[config.mk]
export PLATFORM = sky130hd
export DESIGN_NAME = vid_lock_ctrl
export DESIGN_NICKNAME = d
export VERILOG_FILES = /design/src/rtl/vlc_pkg.sv /design/src/rtl/vlc_ctrl.sv /design/src/rtl/vlc_fill.sv /design/src/rtl/vlc_faults.sv /design/src/rtl/vid_lock_ctrl.sv
export SDC_FILE = /design/constraint.sdc
export NUM_CORES = 1
export LEC_CHECK = 0
export ABC_AREA = 1
export CORE_MARGIN = 5
export CORE_UTILIZATION = 54
export DETAILED_ROUTE_END_ITERATION = 8
export PLACE_DENSITY_LB_ADDON = 0.25
export SYNTH_ARGS = -nofsm -noshare
export SYNTH_HDL_FRONTEND = slang
export SYNTH_SLANG_ARGS = --single-unit
[constraint.sdc]
create_clock -name clk -period 2.7 [get_ports clk]
set_clock_uncertainty 0.1 [all_clocks]
set_input_delay 0.675 -clock clk [delete_from_list [all_inputs] [get_ports clk]]
set_output_delay 0.675 -clock clk [all_outputs]
set_load 0.01 [all_outputs]
[src/rtl/vlc_pkg.sv]
package vlc_pkg;

  parameter int GOB_W = 4;

  typedef logic [GOB_W-1:0] gob_t;

  typedef enum logic [1:0] {
    LK_HUNT   = 2'd0,
    LK_LOCKED = 2'd1,
    LK_RESYNC = 2'd2
  } lk_state_e;

  // Highest GOB number of the selected picture format.
  function automatic gob_t gob_last(input logic qcif, input int cif_n, input int qcif_n);
    return qcif ? gob_t'(2 * qcif_n - 1) : gob_t'(cif_n);
  endfunction

  // Range check: CIF uses 1..cif_n, QCIF uses the odd numbers 1..2*qcif_n-1.
  function automatic logic gob_legal(input gob_t g, input logic qcif,
                                     input int cif_n, input int qcif_n);
    if (qcif) return g[0] && (int'(g) <= 2 * qcif_n - 1);
    return (g != '0) && (int'(g) <= cif_n);
  endfunction

  // Next GOB in transmission order, wrapping from the last back to 1.
  function automatic gob_t gob_succ(input gob_t g, input logic qcif,
                                    input int cif_n, input int qcif_n);
    if (g == '0 || int'(g) >= int'(gob_last(qcif, cif_n, qcif_n))) return gob_t'(1);
    return qcif ? gob_t'(int'(g) + 2) : gob_t'(int'(g) + 1);
  endfunction

endpackage

[src/rtl/vlc_ctrl.sv]
module vlc_ctrl
  import vlc_pkg::*;
#(
  parameter int CIF_GOBS  = 12,
  parameter int QCIF_GOBS = 3
) (
  input  logic       clk,
  input  logic       rst_n,
  input  logic       fmt_qcif,
  input  logic       restart_gob,
  input  logic       hold,
  input  logic       at_boundary,
  input  logic       pic_sc,
  input  logic       gob_sc,
  input  gob_t       gob_id,
  input  logic       err_code,
  input  logic       err_coef,
  input  logic       err_miss,
  output logic       vlock,
  output logic       chk_busy,
  output gob_t       gob_cur,
  output logic       fill_req,
  output gob_t       fill_from,
  output gob_t       fill_to,
  output logic       ev_fault_loss,
  output logic       ev_range_loss,
  output logic       ev_resync,
  output logic       ev_hold_loss
);

  lk_state_e st_q;
  gob_t      last_q;
  logic      chk_q;
  logic      ref_q;
  logic      holdp_q;

  logic      locked;
  logic      fault_any;
  logic      id_ok;
  logic      pic_lk;
  logic      gob_lk;
  logic      acq_hunt;
  gob_t      tgt;
  gob_t      succ_last;
  gob_t      fmt_last;

  always_comb begin
    locked        = (st_q == LK_LOCKED);
    fault_any     = err_code | err_coef | err_miss;
    id_ok         = gob_legal(gob_id, fmt_qcif, CIF_GOBS, QCIF_GOBS);
    fmt_last      = gob_last(fmt_qcif, CIF_GOBS, QCIF_GOBS);
    succ_last     = gob_succ(last_q, fmt_qcif, CIF_GOBS, QCIF_GOBS);

    ev_hold_loss  = hold & locked;
    ev_fault_loss = ~hold & locked & fault_any;
    pic_lk        = ~hold & locked & ~fault_any & pic_sc;
    gob_lk        = ~hold & locked & ~fault_any & ~pic_sc & gob_sc;
    ev_range_loss = gob_lk & ~id_ok & (chk_q | ~at_boundary);
    ev_resync     = ~at_boundary & (pic_lk | (gob_lk & id_ok));

    acq_hunt      = (st_q == LK_HUNT) & ~hold &
                    (pic_sc | (gob_sc & id_ok & restart_gob & ~holdp_q));

    tgt           = pic_sc ? gob_t'(1) : gob_id;
    fill_req      = (acq_hunt | ev_resync) & ref_q & (succ_last != tgt);
    fill_from     = succ_last;
    fill_to       = tgt;
  end

  always_ff @(posedge clk or negedge rst_n) begin
    if (!rst_n) begin
      st_q    <= LK_HUNT;
      last_q  <= '0;
      chk_q   <= 1'b0;
      ref_q   <= 1'b0;
      holdp_q <= 1'b0;
    end else if (hold) begin
      st_q    <= LK_HUNT;
      chk_q   <= 1'b0;
      holdp_q <= 1'b1;
    end else begin
      unique case (st_q)
        LK_HUNT: begin
          if (acq_hunt) begin
            st_q    <= LK_LOCKED;
            chk_q   <= 1'b1;
            ref_q   <= 1'b1;
            holdp_q <= 1'b0;
            last_q  <= pic_sc ? fmt_last : gob_id;
          end
        end
        LK_RESYNC: st_q <= LK_LOCKED;
        default: begin
          if (ev_fault_loss || ev_range_loss) begin
            st_q  <= LK_HUNT;
            chk_q <= 1'b0;
          end else if (ev_resync) begin
            st_q   <= LK_RESYNC;
            chk_q  <= 1'b1;
            last_q <= pic_sc ? fmt_last : gob_id;
          end else if (pic_lk) begin
            last_q <= fmt_last;
          end else if (gob_lk) begin
            if (chk_q) begin
              last_q <= gob_id;
              if (gob_id == succ_last) chk_q <= 1'b0;
            end else begin
              last_q <= succ_last;
            end
          end
        end
      endcase
    end
  end

  assign vlock    = locked;
  assign chk_busy = chk_q;
  assign gob_cur  = last_q;

endmodule

[src/rtl/vlc_fill.sv]
module vlc_fill
  import vlc_pkg::*;
#(
  parameter int CIF_GOBS  = 12,
  parameter int QCIF_GOBS = 3
) (
  input  logic clk,
  input  logic rst_n,
  input  logic fmt_qcif,
  input  logic fill_req,
  input  gob_t fill_from,
  input  gob_t fill_to,
  output logic fill_valid,
  output gob_t fill_gob
);

  logic busy_q;
  gob_t pos_q;
  gob_t stop_q;
  gob_t nxt;

  assign nxt = gob_succ(pos_q, fmt_qcif, CIF_GOBS, QCIF_GOBS);

  always_ff @(posedge clk or negedge rst_n) begin
    if (!rst_n) begin
      busy_q <= 1'b0;
      pos_q  <= '0;
      stop_q <= '0;
    end else if (fill_req) begin
      busy_q <= 1'b1;
      pos_q  <= fill_from;
      stop_q <= fill_to;
    end else if (busy_q) begin
      pos_q  <= nxt;
      busy_q <= (nxt != stop_q);
    end
  end

  assign fill_valid = busy_q;
  assign fill_gob   = pos_q;

endmodule

[src/rtl/vlc_faults.sv]
module vlc_faults #(
  parameter int CNT_MAX = 256,
  localparam int CNT_W  = $clog2(CNT_MAX + 1)
) (
  input  logic             clk,
  input  logic             rst_n,
  input  logic             err_frame_only,
  input  logic             frame_err,
  input  logic             ev_fault_loss,
  input  logic             ev_range_loss,
  input  logic             ev_resync,
  input  logic             ev_hold_loss,
  output logic [CNT_W-1:0] fault_cnt,
  output logic             err_n
);

  localparam logic [CNT_W-1:0] CNT_TOP = CNT_W'(CNT_MAX);

  logic [CNT_W-1:0] cnt_q;
  logic             err_q;
  logic             bump;
  logic             any_loss;

  assign bump     = ev_fault_loss | ev_resync;
  assign any_loss = ev_fault_loss | ev_range_loss | ev_resync | ev_hold_loss;

  always_ff @(posedge clk or negedge rst_n) begin
    if (!rst_n) begin
      cnt_q <= '0;
      err_q <= 1'b1;
    end else begin
      if (bump && cnt_q != CNT_TOP) cnt_q <= cnt_q + 1'b1;
      err_q <= ~(frame_err | (~err_frame_only & any_loss));
    end
  end

  assign fault_cnt = cnt_q;
  assign err_n     = err_q;

endmodule

[src/rtl/vid_lock_ctrl.sv]
module vid_lock_ctrl #(
  parameter int CNT_MAX   = 256,
  parameter int CIF_GOBS  = 12,
  parameter int QCIF_GOBS = 3,
  localparam int CNT_W    = $clog2(CNT_MAX + 1)
) (
  input  logic                      clk,
  input  logic                      rst_n,
  input  logic                      fmt_qcif,
  input  logic                      restart_gob,
  input  logic                      hold,
  input  logic                      err_frame_only,
  input  logic                      at_boundary,
  input  logic                      pic_sc,
  input  logic                      gob_sc,
  input  logic [vlc_pkg::GOB_W-1:0] gob_id,
  input  logic                      err_code,
  input  logic                      err_coef,
  input  logic                      err_miss,
  input  logic                      frame_err,
  output logic                      vlock,
  output logic                      chk_busy,
  output logic [vlc_pkg::GOB_W-1:0] gob_cur,
  output logic [CNT_W-1:0]          fault_cnt,
  output logic                      err_n,
  output logic                      fill_valid,
  output logic [vlc_pkg::GOB_W-1:0] fill_gob
);

  // Named internal events, also observed by the bound checker.
  logic                      ev_fault_loss;
  logic                      ev_range_loss;
  logic                      ev_resync;
  logic                      ev_hold_loss;
  logic                      fill_req;
  logic [vlc_pkg::GOB_W-1:0] fill_from;
  logic [vlc_pkg::GOB_W-1:0] fill_to;

  vlc_ctrl #(.CIF_GOBS(CIF_GOBS), .QCIF_GOBS(QCIF_GOBS)) u_ctrl (
    .clk          (clk),
    .rst_n        (rst_n),
    .fmt_qcif     (fmt_qcif),
    .restart_gob  (restart_gob),
    .hold         (hold),
    .at_boundary  (at_boundary),
    .pic_sc       (pic_sc),
    .gob_sc       (gob_sc),
    .gob_id       (gob_id),
    .err_code     (err_code),
    .err_coef     (err_coef),
    .err_miss     (err_miss),
    .vlock        (vlock),
    .chk_busy     (chk_busy),
    .gob_cur      (gob_cur),
    .fill_req     (fill_req),
    .fill_from    (fill_from),
    .fill_to      (fill_to),
    .ev_fault_loss(ev_fault_loss),
    .ev_range_loss(ev_range_loss),
    .ev_resync    (ev_resync),
    .ev_hold_loss (ev_hold_loss)
  );

  vlc_fill #(.CIF_GOBS(CIF_GOBS), .QCIF_GOBS(QCIF_GOBS)) u_fill (
    .clk       (clk),
    .rst_n     (rst_n),
    .fmt_qcif  (fmt_qcif),
    .fill_req  (fill_req),
    .fill_from (fill_from),
    .fill_to   (fill_to),
    .fill_valid(fill_valid),
    .fill_gob  (fill_gob)
  );

  vlc_faults #(.CNT_MAX(CNT_MAX)) u_faults (
    .clk           (clk),
    .rst_n         (rst_n),
    .err_frame_only(err_frame_only),
    .frame_err     (frame_err),
    .ev_fault_loss (ev_fault_loss),
    .ev_range_loss (ev_range_loss),
    .ev_resync     (ev_resync),
    .ev_hold_loss  (ev_hold_loss),
    .fault_cnt     (fault_cnt),
    .err_n         (err_n)
  );

endmodule

==> results.yml, run 1 <==
synth:
  postSynthRegisterBits: 28
  async_flop_share_pct: 100
  ys_warn_count: 0
  synth_enable_flop_cells: 0
  synth_area_leaders: "dfrtp_1, nand2_1, ha_1, nor2_1, inv_1"
  yosysUniqueCellTypes: 28
  syn_area_um2: 2240
  synthCells: 339
  syn-num-nets: 368
  ys_seq_area_share_pct: 31.3
  ys.flop_type: "dfrtp_1"
  syn_avg_cell_area_um2: 6.61
  synth_top_area_share_pct: 30.2
  synth_area_leader_cell: "dfrtp_1"
placement:
  numPortBuffers: 37
  dp_hpwl_mm: 4.22
  placedInstanceArea_um2: 2790
  place.gp.congestion: 0.937
sta:
  setup_viol: 0
  fin_crit_sh_pct: 91.2
  min_period_ns: 2.46
  fin_hold_ws_ns: 0.410
  final_hold_viol_count: 0
  slew_violations: 0
  slew_headroom_pct: 75.7
  worst_slew_pin_slew_ns: 0.365
  grt_setup_unrepaired: "false"
  timing.fmax_ghz: 0.406
finish:
  area_growth_pct: 29.2
  design_area_um2: 2890
  mostFrequentLayoutCells: "nand2_1, inv_1, nor2_1, clkdlybuf4s50_1, nand3_1"
  drive_gt1_share_pct: 13.6
  final_common_cell: "nand2_1"
  diodes: 0
  nets: 427
clock_network:
  clockBufferDepth: 2
  htree_levels: 1
  cts.sinks: 28
  cts-root-buf: "clkbuf_8"
  cts_buffers: 3
  tritoncts: "done"
  clkLatencyLatePin_ns: 0.28
  post_cts_buffers: 0
  cts.clk_slew.worst_paths_ns: 0.10
status:
  status: "finished, final reports clean"
critical_path:
  worst_ep_arrival_time_ns: 2.55
  path_class: "input port to flop"
  required_ns: 2.78
  crit_path_start_kind: "input port"
  crit_fanout: 7
  endpoint_kind: "flop"
global_routing:
  grt_pass1_vias: 2144
  antenna_found_initial: 0
  grt_pass1_wl_mm: 9.16
  grt_overflow_total: 0
  grt_max_degree: 29
  grt_usage_pct: 20.8
floorplan:
  die-area_um2: 5540
  initial_core_util_pct: 56.0
  rows: 23
  ios: 38
  core-area_um2: 4000
  die_w_um: 74.4
  die-height_um: 74.4
routing:
  drc: 0
  drtIter0Drc: 138
  vias: 2283
  avgViaCountPerCell: 5.11
  routed_wl_mm: 5.39
  drtAntennaViolNets: 0
  firstDrtPassIters: 4
  detail_route.wl_per_cell_um: 12.1
power:
  powerDensity_nw_per_um2: 969
  peakVddDrop_mv: 0.406
  power_leakage_nw: 1.57
flow_run:
  drv_cap: 0
min_path:
  hold_path.class: "flop to flop"
## flip-flops by register name (all words and copies together), names as in the netlist
| signal | flops |
|---|---|
| u_faults.fault_cnt | 9 |
| u_ctrl.gob_cur | 4 |
| u_fill.fill_gob | 4 |
| u_fill.stop_q | 4 |
| u_ctrl.st_q | 2 |
| u_ctrl.chk_busy | 1 |
| u_ctrl.holdp_q | 1 |
| u_ctrl.ref_q | 1 |
| u_faults.err_n | 1 |
| u_fill.fill_valid | 1 |
## stage by stage
stage          power [mW]  util, %  cells  TNS [ns]  setup slack [ns]
2_1_floorplan        1.78        -    339         0             0.297
3_3_place_gp         2.35     69.7    441     -1.33            -0.157
3_5_place_dp         2.41     69.7    441     -2.25            -0.262
4_1_cts              2.75     71.4    445         0            0.0370
5_1_grt              3.08     72.3    447         0            0.0900
6_report             2.80     72.3    447         0             0.237
## cells in the mapped netlist, types with 2 or more instances
library cell / count
inv_2: 5
o21ai_1: 3
nand4_1: 4
nand2_4: 2
buf_2: 2
o21ai_0: 12
a21oi_1: 10
xnor2_1: 4
nor2_1: 40
or2_2: 2
nor3_1: 4
nand3_1: 29
inv_1: 39
nand2_1: 114
nand2_2: 5
o21ai_2: 4
dfrtp_1: 27
ha_1: 12
nor2_4: 2
xor2_1: 11
## path summary, 6_finish.rpt
path,from,endpoint,cells after the start,slack (ns)
worst max-delay path,gob_id[3],u_fill.fill_gob[1],12,0.24
worst min-delay path,u_ctrl.holdp_q,u_ctrl.holdp_q,1,0.41
worst max register to register,u_ctrl.gob_cur[0],u_fill.stop_q[0],14,0.47
worst min register to register,u_ctrl.holdp_q,u_ctrl.holdp_q,1,0.41
max in group asynchronous,rst_n,u_faults.err_n,2,1.53
min in group asynchronous,rst_n,u_ctrl.st_q[0],2,0.66
## routing by layer
layer  GRT usage, %  up-vias  part of all wire (%)  wire length [um]
met5              0        -                     0                 0
met4           7.71        0                   1.7                94
met3           3.11       12                   5.3               288
met2           35.2       56                    49              2640
met1           26.9     1030                    44              2360
li1               -     1185                     -                 -
## worst max-delay path: stages
cell	delay, ns
clkdlybuf4s50_1	0.52
inv_1	0.12
nand3_1	0.10
nand3_1	0.08
nand2_1	0.11
nand2_1	0.07
nand2_1	0.07
nand2_1	0.15
a21oi_4	0.35
nand3_1	0.15
nand2_1	0.10
nand2_1	0.05
## final cells by class
class,instances,area (um2)
repair buffers,55,508
fillers,353,1110
flip-flops and latches,28,702
clock inverters,1,30.0
well taps,50,62.6
multi-input cells,266,1380
inverters,44,165
clock buffers,3,41.3
## what timing repair did
item,CTS,global route
hold buffers,0,0
gates resized for setup,0,8
setup endpoints to repair,0,10
## kinds of logic after synthesis
family,count (synthesis),share of synthesized area [%]
XOR/XNOR,15,5.87
flip-flops,28,31.3
adder cells (fa/ha/maj),12,6.70
buffers and inverters,47,8.32
AND/OR/NAND/NOR,205,39.2
AO/OA/AOI/OAI,32,8.60
## power breakdown
group / internal, mW / switching (mW)
registers: 0.569 / 0.196
clock network: 0.199 / 0.142
logic: 0.790 / 0.906
total: 1.56 / 1.24
Note: power is estimated with default switching activity, not from simulation.
==> run 2, diff against run 1 <==
--- a/config.mk
+++ b/config.mk
@@ -10,6 +10,7 @@
 export CORE_UTILIZATION = 54
 export DETAILED_ROUTE_END_ITERATION = 8
 export PLACE_DENSITY_LB_ADDON = 0.25
+export SETUP_SLACK_MARGIN = 0.05
 export SYNTH_ARGS = -nofsm -noshare
 export SYNTH_HDL_FRONTEND = slang
 export SYNTH_SLANG_ARGS = --single-unit
==> run 2 against run 1 <==
Effect of this change: largest cell class unchanged; critical path depth did not move; flip-flop and latch count unchanged; core utilization down 0.063 points; sequential power is essentially flat; combinational power about the same; maximum frequency shrank 0.53%; non-clock buffer count did not move; cell area barely moved; final cell count is the same; largest power group unchanged; via count shrank 0.44%; clock power is essentially flat; power decreased by 0.37%.
==> results.yml, run 2 (synthesis results as in run 1) <==
global_routing:
  grt_overflow_total: 0
  grt_pass1_vias: 2150
  grt_usage_pct: 20.8
  antenna_found_initial: 0
  grt_pass1_wl_mm: 9.16
  grt_max_degree: 29
min_path:
  hold_path.class: "flop to flop"
  hp-start: "u_ctrl.holdp_q"
placement:
  dp_hpwl_mm: 4.22
  numPortBuffers: 37
  place.gp.congestion: 0.937
sta:
  grt_setup_unrepaired: "false"
  worst_slew_pin_slew_ns: 0.367
  min_period_ns: 2.48
  setup_viol: 0
  slew_headroom_pct: 75.5
  final_hold_viol_count: 0
  timing.fmax_ghz: 0.404
  slew_violations: 0
  fin_crit_sh_pct: 91.7
  fin_hold_ws_ns: 0.409
clock_network:
  cts-root-buf: "clkbuf_8"
  cts.clk_slew.worst_paths_ns: 0.10
  clkLatencyLatePin_ns: 0.28
  tritoncts: "done"
  htree_levels: 1
  cts.sinks: 28
  post_cts_buffers: 0
  clockBufferDepth: 2
  cts_buffers: 3
finish:
  num-fill-cells: 352
  drive_gt1_share_pct: 13.4
  nets: 427
  final_common_cell: "nand2_1"
  largest_reg_flops: 9
  diodes: 0
  utilization_pct: 72.3
  mostFrequentLayoutCells: "nand2_1, inv_1, nor2_1"
  area_growth_pct: 29.1
critical_path:
  crit_fanout: 8
  crit_path_start_kind: "input port"
  worst_ep_arrival_time_ns: 2.55
  path_class: "input port to flop"
  required_ns: 2.77
  reg2reg_from: "u_ctrl.gob_cur[0]"
  r2r_slack_ns: 0.47
  endpoint_kind: "flop"
  startpoint: "gob_id[3]"
floorplan:
  rows: 23
  ios: 38
  initial_core_util_pct: 56.0
  die_w_um: 74.4
  core-area_um2: 4000
  die-area_um2: 5540
  die-height_um: 74.4
routing:
  drtAntennaViolNets: 0
  firstDrtPassIters: 4
  detail_route.wl_per_cell_um: 12.0
  avgViaCountPerCell: 5.09
  routed_wl_mm: 5.38
  drtIter0Drc: 144
  vias: 2273
  drc: 0
power:
  peakVddDrop_mv: 0.406
  powerDensity_nw_per_um2: 966
  finalPower_mw: 2.79
  power_leakage_nw: 1.57
status:
  status: "finished, final reports clean"
flow_run:
  drv_cap: 0
-- run 2: cell counts in the layout (fill, tap and decap cells not counted) --
No cell type changed its count.
-- run 2: where the power goes --
group          leakage (nW)  switching, mW  total, mW  internal (mW)
clock                0.0357          0.143      0.341          0.199
sequential            0.346          0.197      0.766          0.569
combinational          1.19          0.899       1.68          0.785
-- run 2: routing by layer --
| metal | track usage [%] | part of all wire (%) | vias to the layer above |
|---|---|---|---|
| li1 | - | - | 1186 |
| met1 | 26.7 | 44 | 1011 |
| met2 | 35.3 | 49 | 62 |
| met3 | 3.11 | 5.3 | 14 |
| met4 | 7.71 | 2.0 | 0 |
| met5 | 0 | 0 | - |
-- run 2: path summary, 6_finish.rpt --
check | to | cells past startpoint
max | u_fill.stop_q[0] | 12
min | u_ctrl.holdp_q | 1
max reg2reg | u_fill.stop_q[0] | 14
min reg2reg | u_ctrl.holdp_q | 1
max in group asynchronous | u_faults.err_n | 2
min in group asynchronous | u_ctrl.st_q[0] | 2
-- run 2: what timing repair did --
action | in CTS | in global routing
resized for setup | 0 | 7
setup endpoints to repair | 3 | 10
hold buffers | 0 | 0
gates cloned | 0 | 2
pin swaps | 1 | 3
-- run 2: layout make-up --
class	count	area, um2	share of cell area (%)
Clock buffer	3	41.3	1.43
Clock inverter	1	30.0	1.04
Inverter	44	165	5.71
Multi-Input combinational cell	266	1380	47.8
Sequential cell	28	702	24.3
Tap cell	50	62.6	2.16
Timing Repair Buffer	55	508	17.6
-- run 2: critical path: stages --
cell             delay (ns)
clkdlybuf4s50_1        0.52
inv_1                  0.12
nand3_1                0.10
nand3_1                0.08
nand2_1                0.11
nand2_1                0.07
nand2_1                0.07
nand2_1                0.15
a21oi_4                0.35
nand2_4                0.15
nand2_1                0.10
o21ai_2                0.05
-- run 2: metrics by stage --
step | area (um2) | cells | TNS, ns | worst slack, ns
after floorplan | 2240 | 339 | 0 | 0.297
after global placement | 2790 | 441 | -1.33 | -0.157
final | 2890 | 447 | 0 | 0.223
after global routing | 2890 | 447 | 0 | 0.0948
after CTS | 2860 | 445 | 0 | 0.0535
after detailed placement | 2790 | 441 | -2.25 | -0.262
